===== config.mk =====
export PLATFORM = sky130hd
export DESIGN_NAME = spinand_bringup
export DESIGN_NICKNAME = d
export VERILOG_FILES = /design/src/rtl/spinand_bringup.sv
export SDC_FILE = /design/constraint.sdc
export NUM_CORES = 1
export LEC_CHECK = 0
export BUFFER_PORTS_ARGS = -buffer_cell sky130_fd_sc_hd__buf_2
export CAP_MARGIN = 20
export CORE_MARGIN = 5
export CORE_UTILIZATION = 36
export DETAILED_ROUTE_END_ITERATION = 7
export PLACE_DENSITY = 0.62
export SYNTH_ARGS = -nofsm -noshare
export SYNTH_HDL_FRONTEND = slang
export SYNTH_SLANG_ARGS = --single-unit

===== constraint.sdc =====
create_clock -name clk -period 2.7 [get_ports clk]
set_input_delay 0.27 -clock clk [delete_from_list [all_inputs] [get_ports clk]]
set_output_delay 0.27 -clock clk [all_outputs]
set_load 0.005 [all_outputs]

===== src/rtl/spinand_bringup.sv =====
module spinand_bringup #(
  parameter int GAP_W = 16,
  parameter int BLK_W = 13
) (
  input  logic             clk,
  input  logic             rst_n,
  input  logic             start,
  input  logic [GAP_W-1:0] poll_gap,
  output logic             cs_n,
  output logic             xfer_req,
  output logic [7:0]       xfer_tx,
  input  logic             xfer_ack,
  input  logic [7:0]       xfer_rx,
  output logic             done,
  output logic             unknown_dev,
  output logic [BLK_W-1:0] blk_count
);

  localparam logic [3:0] F_ID   = 4'd2;
  localparam logic [3:0] F_LAST = 4'd9;

  typedef enum logic [1:0] {S_IDLE, S_FRAME, S_GAP, S_WAIT} st_t;

  st_t              st;
  logic [3:0]       fr;
  logic [1:0]       bi;
  logic             busy_bit;
  logic [7:0]       mfr;
  logic [3:0]       cap;
  logic [GAP_W-1:0] cnt;

  function automatic logic [7:0] fbyte(input logic [3:0] f, input logic [1:0] b);
    case (f)
      4'd0:       fbyte = 8'hFF;
      4'd1, 4'd6: fbyte = (b == 2'd0) ? 8'h0F : (b == 2'd1) ? 8'hC0 : 8'h00;
      4'd2:       fbyte = (b == 2'd0) ? 8'h9F : 8'h00;
      4'd3, 4'd7: fbyte = 8'h06;
      4'd4:       fbyte = (b == 2'd0) ? 8'h1F : (b == 2'd1) ? 8'hB0 : 8'h10;
      4'd8:       fbyte = (b == 2'd0) ? 8'h1F : (b == 2'd1) ? 8'hA0 : 8'h00;
      default:    fbyte = 8'h04;
    endcase
  endfunction

  function automatic logic [1:0] lastb(input logic [3:0] f);
    case (f)
      4'd1, 4'd4, 4'd6, 4'd8: lastb = 2'd2;
      4'd2:                   lastb = 2'd3;
      default:                lastb = 2'd0;
    endcase
  endfunction

  wire is_poll = (fr == 4'd1) || (fr == 4'd6);
  wire cap_ok  = (cap == 4'd1) || (cap == 4'd2) || (cap == 4'd4);
  wire id_ok   = (mfr == 8'hC8) && cap_ok;
  wire [BLK_W-1:0] blk_dec = (cap == 4'd1) ? BLK_W'(1024) :
                             (cap == 4'd2) ? BLK_W'(2048) : BLK_W'(4096);

  assign cs_n     = (st != S_FRAME);
  assign xfer_req = (st == S_FRAME);
  assign xfer_tx  = fbyte(fr, bi);

  always_ff @(posedge clk or negedge rst_n) begin
    if (!rst_n) begin
      st          <= S_IDLE;
      fr          <= '0;
      bi          <= '0;
      busy_bit    <= 1'b0;
      mfr         <= '0;
      cap         <= '0;
      cnt         <= '0;
      done        <= 1'b0;
      unknown_dev <= 1'b0;
      blk_count   <= '0;
    end else begin
      case (st)
        S_IDLE: if (start) begin
          st          <= S_FRAME;
          fr          <= '0;
          bi          <= '0;
          done        <= 1'b0;
          unknown_dev <= 1'b0;
          blk_count   <= '0;
        end
        S_FRAME: if (xfer_ack) begin
          if (is_poll && bi == 2'd2) busy_bit <= xfer_rx[0];
          if (fr == F_ID && bi == 2'd2) mfr <= xfer_rx;
          if (fr == F_ID && bi == 2'd3) cap <= xfer_rx[3:0];
          if (bi == lastb(fr)) st <= S_GAP;
          else bi <= bi + 2'd1;
        end
        S_GAP: begin
          bi <= '0;
          if (is_poll && busy_bit) begin
            st  <= S_WAIT;
            cnt <= poll_gap;
          end else if (fr == F_ID && !id_ok) begin
            st          <= S_IDLE;
            unknown_dev <= 1'b1;
          end else if (fr == F_LAST) begin
            st   <= S_IDLE;
            done <= 1'b1;
          end else begin
            st <= S_FRAME;
            fr <= fr + 4'd1;
            if (fr == F_ID) blk_count <= blk_dec;
          end
        end
        S_WAIT: begin
          if (cnt == '0) st <= S_FRAME;
          else cnt <= cnt - 1'b1;
        end
        default: st <= S_IDLE;
      endcase
    end
  end


  req_cs_chk: assert property (@(posedge clk) disable iff (!rst_n)
    xfer_req |-> !cs_n);


  tx_hold_chk: assert property (@(posedge clk) disable iff (!rst_n)
    (xfer_req && !xfer_ack) |=> (xfer_req && $stable(xfer_tx)));


  done_excl_chk: assert property (@(posedge clk) disable iff (!rst_n)
    !(done && unknown_dev));


  blk_valid_chk: assert property (@(posedge clk) disable iff (!rst_n)
    done |-> (blk_count == BLK_W'(1024) || blk_count == BLK_W'(2048) ||
              blk_count == BLK_W'(4096)));


  err_quiet_chk: assert property (@(posedge clk) disable iff (!rst_n)
    unknown_dev |-> (cs_n && blk_count == '0));

endmodule


==> results of run 1 <==
## metrics by stage
stage          cell area (um2)  power [mW]  hold slack, ns  worst slack, ns
6_report                  3309       2.939          0.1973           0.2751
5_1_grt                   3309       3.215          0.1919          0.06861
4_1_cts                   3279       2.966          0.1477           0.2694
3_5_place_dp              3189       2.538          0.4739           0.2940
3_3_place_gp              3189       2.510          0.4558           0.3482
2_1_floorplan             2920       2.102        -0.02559           0.5764
## cell usage after synthesis, types with 5 or more instances
cell type   n
dfrtp_1    42
nand2_1    25
inv_1      19
nor2_1     18
a21oi_1    17
mux2_2     17
o21ai_0    16
o22a_1     16
ha_1       14
buf_4      13
clkbuf_1    7
nor3_1      7
nor4_1      6
mux2i_1     5
## metal layers
metal  part of all wire [%]  global-route usage [%]
met5                      0                       0
met4                   0.58                   3.151
met3                    4.5                   2.805
met2                     48                   22.37
met1                     46                   18.26
## final timing paths
kind,slack [ns],startpoint,cells after the start,to
max,0.28,cnt[0]$_DFFE_PN0P_,8,cnt[5]$_DFFE_PN0P_
min,0.20,xfer_rx[4],2,mfr[4]$_DFFE_PN0P_
max reg2reg,0.28,cnt[0]$_DFFE_PN0P_,8,cnt[5]$_DFFE_PN0P_
min reg2reg,0.49,unknown_dev$_DFFE_PN0P_,2,unknown_dev$_DFFE_PN0P_
max in group asynchronous,1.87,rst_n,3,st[1]$_DFFE_PN0P_
min in group asynchronous,0.36,rst_n,2,blk_count[10]$_DFFE_PN0P_
## logic make-up (layout without fill, tap and decap cells)
family                   Yosys count  after routing
AO/OA/AOI/OAI                     82             82
AND/OR/NAND/NOR                   95             95
multiplexers                      22             22
flip-flops                        42             42
buffers and inverters             45             83
other                              1             10
XOR/XNOR                           4              4
adder cells (fa/ha/maj)           14             14
## area by class of cell
| cell class | instances | area [um2] | area share [%] |
|---|---|---|---|
| inverters | 19 | 71.32 | 2.155 |
| well taps | 102 | 127.6 | 3.856 |
| multi-input cells | 227 | 1639 | 49.53 |
| flip-flops and latches | 42 | 1051 | 31.76 |
| repair buffers | 56 | 330.3 | 9.981 |
| clock inverters | 3 | 21.27 | 0.6427 |
| clock buffers | 5 | 68.82 | 2.079 |
## power by group through the flow
stage               registers [mW]  clock network [mW]  logic, mW
global route                  1.06               0.457       1.70
floorplan                    0.974                   0       1.13
global placement              1.02                   0       1.49
finish                        1.02               0.414       1.50
CTS                           1.02               0.433       1.51
detailed placement            1.03                   0       1.51
## flip-flops by register name, summed over array words and instances (netlist names), 2 cells and up
register	flops
mfr	8
st	2
bi	2
cap	4
cnt	16
fr	4
blk_count	3
==> results.tsv, run 1 <==
metric	value	unit
DR pass1 iterations	4	
Die H	99.55	um
Final Cycle Share	89.81	%
Synth-to-Final Area Change	14.65	%
Post-Synthesis Cells	305	
Largest delay share family, worst path	simple AND/OR/NAND/NOR gates	
initial antenna violation count	0	
CP Capture Type	flop	
Port Buffer Count	42	
cts bufs inserted	5	
status	finished, final reports clean	
CP cell instances	inv_1, ha_1, or4b_2, nor4_4, o2bb2ai_2, buf_4, a21oi_1, o22a_1	
die area	9909	um2
Synth cell types	63	
first-pass GRT wire length	11160	um
fin nets	393	
routed vias/inst	5.198	
Synth Register Bits	42	
worst clock skew	0.01170	ns
synth top area cells	dfrtp_1, mux2_2, ha_1	
FP Rows	32	
Root Buffer	clkbuf_8	
total core area	7767	um2
maximum vdd ir drop	0.0004572	V
mux cell area share after synthesis	8.366	%
Synth Cell Area	2887	um2
final wirelength	6503	um
Sink Count	42	
Initial DRC Count	118	
Post-CTS Setup Bufs	0	
Critical Path AT	2.61	ns
Global Route Usage Sum	13.55	%
Startpoint Class	flop	
Tmin final	2.425	ns
drt wl/cell	14.32	um
commonest cells after routing, fill and taps aside	dfrtp_1, buf_2, nand2_1	
drt drc	0	
async set or reset register ratio after synthesis	100.0	%
Non-Filler Instances	454	
Worst Hold Class	primary input to flop	
Post-Synth XOR/XNOR Area	1.214	%
Clk pwr share	14.1	%
Post-CTS Hold Buffers	0	
Leak	1.526	nW
RSZ-0062 raised after global routing	no	
Simple-Gate Fraction of Synth Area	19.20	%
max_cap viols	0	
CP max FO	14	
Max-slew headroom	60.45	%
CTS tree	yes	
number of global-route vias before repair	2352	
final hold vios	0	
final setup vio count	0	
worst slew pin tran	0.5783	ns
Post-Synth Adder-Cell Area	6.068	%
switching pwr	1.242	mW
Power Dens Cells	888.0	nW/um2
main flop type after synthesis	dfrtp_1	
CP max-delay cell	or4b_2	
number of enable flip-flop cells after synthesis	0	
GR Overflow Total	0	
Pint	1.697	mW
Clock Tree Buf Depth	2	
ant diodes	0	
count of final max-slew check failures	0	
Worst-Skew Late Latency	0.30	ns
Placer Congestion	0.7511	
DP Wirelength	4860	um
fin util	42.61	%
crit-path max cell delay	0.62	ns
Worst Path Required	2.88	ns
sequential share of the synthesized area	36.41	%
critical path class	flop to flop	
placed cells	444	
largest net degree at the start of global routing	43	
cts repair resizes	0	
synth warn	0	
fillcell total	784	
post-synthesis compound-gate area fraction	20.63	%
H-tree depth	2	
largest area contributor in the netlist	dfrtp_1	
sequential power share	34.8	%
syn avg cell area	9.464	um2
top-area cell type share of the netlist area	36.41	%
Initial Util	37.16	%
Die Width	99.55	um
DR vias	2360	
IO Count	53	
power share of the combinational group	51.2	%
Net Sw Frac	42.25	%
post-route ant nets	0	
largest family of logic cells by synthesized area	compound AO/OA/AOI/OAI gates	
Clk pin slew, worst setup/hold paths	0.09	ns
setup TNS	0	ns
fraction of layout cells with a size suffix above 1	26.70	%
WP buf/inv	2	
Achievable Freq	412.4	MHz
Power figures use the tool's default switching activity.
==> run 2, diff against run 1 <==
- PLACE_DENSITY: 0.62 -> default
- SKIP_CTS_REPAIR_TIMING: default -> 1
==> results.tsv, run 2 (synthesis results as in run 1) <==
metric	value	unit
FP Rows	32	
Achievable Freq	410.2	MHz
final wirelength	6444	um
Final Cycle Share	90.29	%
register area	1051	um2
maximum vdd ir drop	0.0005015	V
Worst Hold Class	primary input to flop	
final hold vios	0	
Leak	1.522	nW
Placed Area	3174	um2
largest net degree at the start of global routing	43	
commonest cells after routing, fill and taps aside	dfrtp_1, buf_2, nand2_1	
number of global-route vias before repair	2479	
Synth-to-Final Area Change	14.95	%
DR vias	2365	
max reg flops	16	
setup TNS	0	ns
Die Width	99.55	um
DP Wirelength	4859	um
initial antenna violation count	0	
IO Count	53	
Clock Tree Buf Depth	2	
Global Route Usage Sum	13.85	%
drt drc	0	
Initial Util	37.16	%
H-tree depth	2	
Root Buffer	clkbuf_8	
CTS tree	yes	
Die H	99.55	um
fin nets	391	
critical path class	flop to flop	
worst clock skew	0.004422	ns
drt wl/cell	14.26	um
first-pass GRT wire length	11450	um
Initial DRC Count	85	
fraction of layout cells with a size suffix above 1	26.29	%
Worst Path Required	2.89	ns
total core area	7767	um2
Worst-Skew Late Latency	0.30	ns
fillcell total	783	
Sink Count	42	
Multi-input gate area	1639	um2
RSZ-0062 raised after global routing	no	
ant diodes	0	
cts bufs inserted	5	
Critical Path AT	2.63	ns
status	finished, final reports clean	
final setup vio count	0	
Total Power	3.012	mW
Power Dens Cells	907.7	nW/um2
post-route ant nets	0	
Placer Congestion	0.8180	
fin area	3318	um2
routed vias/inst	5.232	
die area	9909	um2
CP Capture Type	flop	
Top Registers	cnt (16), mfr (8)	
CP max FO	14	
count of final max-slew check failures	0	
Port Buffer Count	42	
Tmin final	2.438	ns
Reg with most FFs	cnt	
Max-slew headroom	61.10	%
GR Overflow Total	0	
worst slew pin tran	0.5687	ns
max_cap viols	0	
Startpoint Class	flop	
DR pass1 iterations	6	
Clk pin slew, worst setup/hold paths	0.09	ns
run 2: final cells by class:
cell class / count / area share [%]
multi-input cells: 227 / 49.40
flip-flops and latches: 42 / 31.67
repair buffers: 54 / 9.502
well taps: 102 / 3.846
inverters: 19 / 2.149
clock buffers: 5 / 2.074
clock inverters: 3 / 1.357
run 2: path summary, 6_finish.rpt:
path                                    startpoint                   endpoint  slack, ns  depth (start not counted)
setup / recovery                cnt[0]$_DFFE_PN0P_         cnt[5]$_DFFE_PN0P_       0.26                          8
hold / removal                          xfer_rx[4]         mfr[4]$_DFFE_PN0P_       0.20                          2
setup reg to reg                cnt[0]$_DFFE_PN0P_         cnt[5]$_DFFE_PN0P_       0.26                          8
hold reg to reg            unknown_dev$_DFFE_PN0P_    unknown_dev$_DFFE_PN0P_       0.48                          2
max in group asynchronous                    rst_n         cnt[0]$_DFFE_PN0P_       1.86                          3
min in group asynchronous                    rst_n  blk_count[10]$_DFFE_PN0P_       0.37                          2
run 2: critical path: stages, from the launching register on:
cell and delay, ns:
dfrtp_1 0.42, inv_1 0.11, ha_1 0.14, or4b_2 0.62, nor4_4 0.20, o2bb2ai_2 0.31
buf_4 0.28, a21oi_1 0.06, o22a_1 0.19
run 2: metal layers:
layer / wire length (um) / share of wire [%] / track usage [%] / up-vias
met1: 3053 / 47 / 18.40 / 1137
met4: 33 / 0.51 / 2.626 / 0
met2: 3054 / 47 / 22.68 / 47
met3: 303 / 4.7 / 3.927 / 4
li1: - / - / - / 1177
met5: 0 / 0 / 0 / -
run 2: per-stage QoR:
step | cells | setup WS [ns] | utilization, % | hold slack [ns]
floorplan | 314 | 0.5764 | - | -0.02559
global placement | 442 | 0.3259 | 40.87 | 0.4637
detailed placement | 442 | 0.2538 | 40.87 | 0.4768
CTS | 450 | 0.2458 | 42.33 | 0.1619
global route | 452 | 0.02837 | 42.72 | 0.1826
finish | 452 | 0.2623 | 42.72 | 0.1980
run 2: power by group:
group | switching, mW | total [mW] | internal (mW)
registers | 0.203 | 1.02 | 0.815
clock network | 0.240 | 0.515 | 0.275
logic | 0.792 | 1.48 | 0.687
total | 1.23 | 3.01 | 1.78
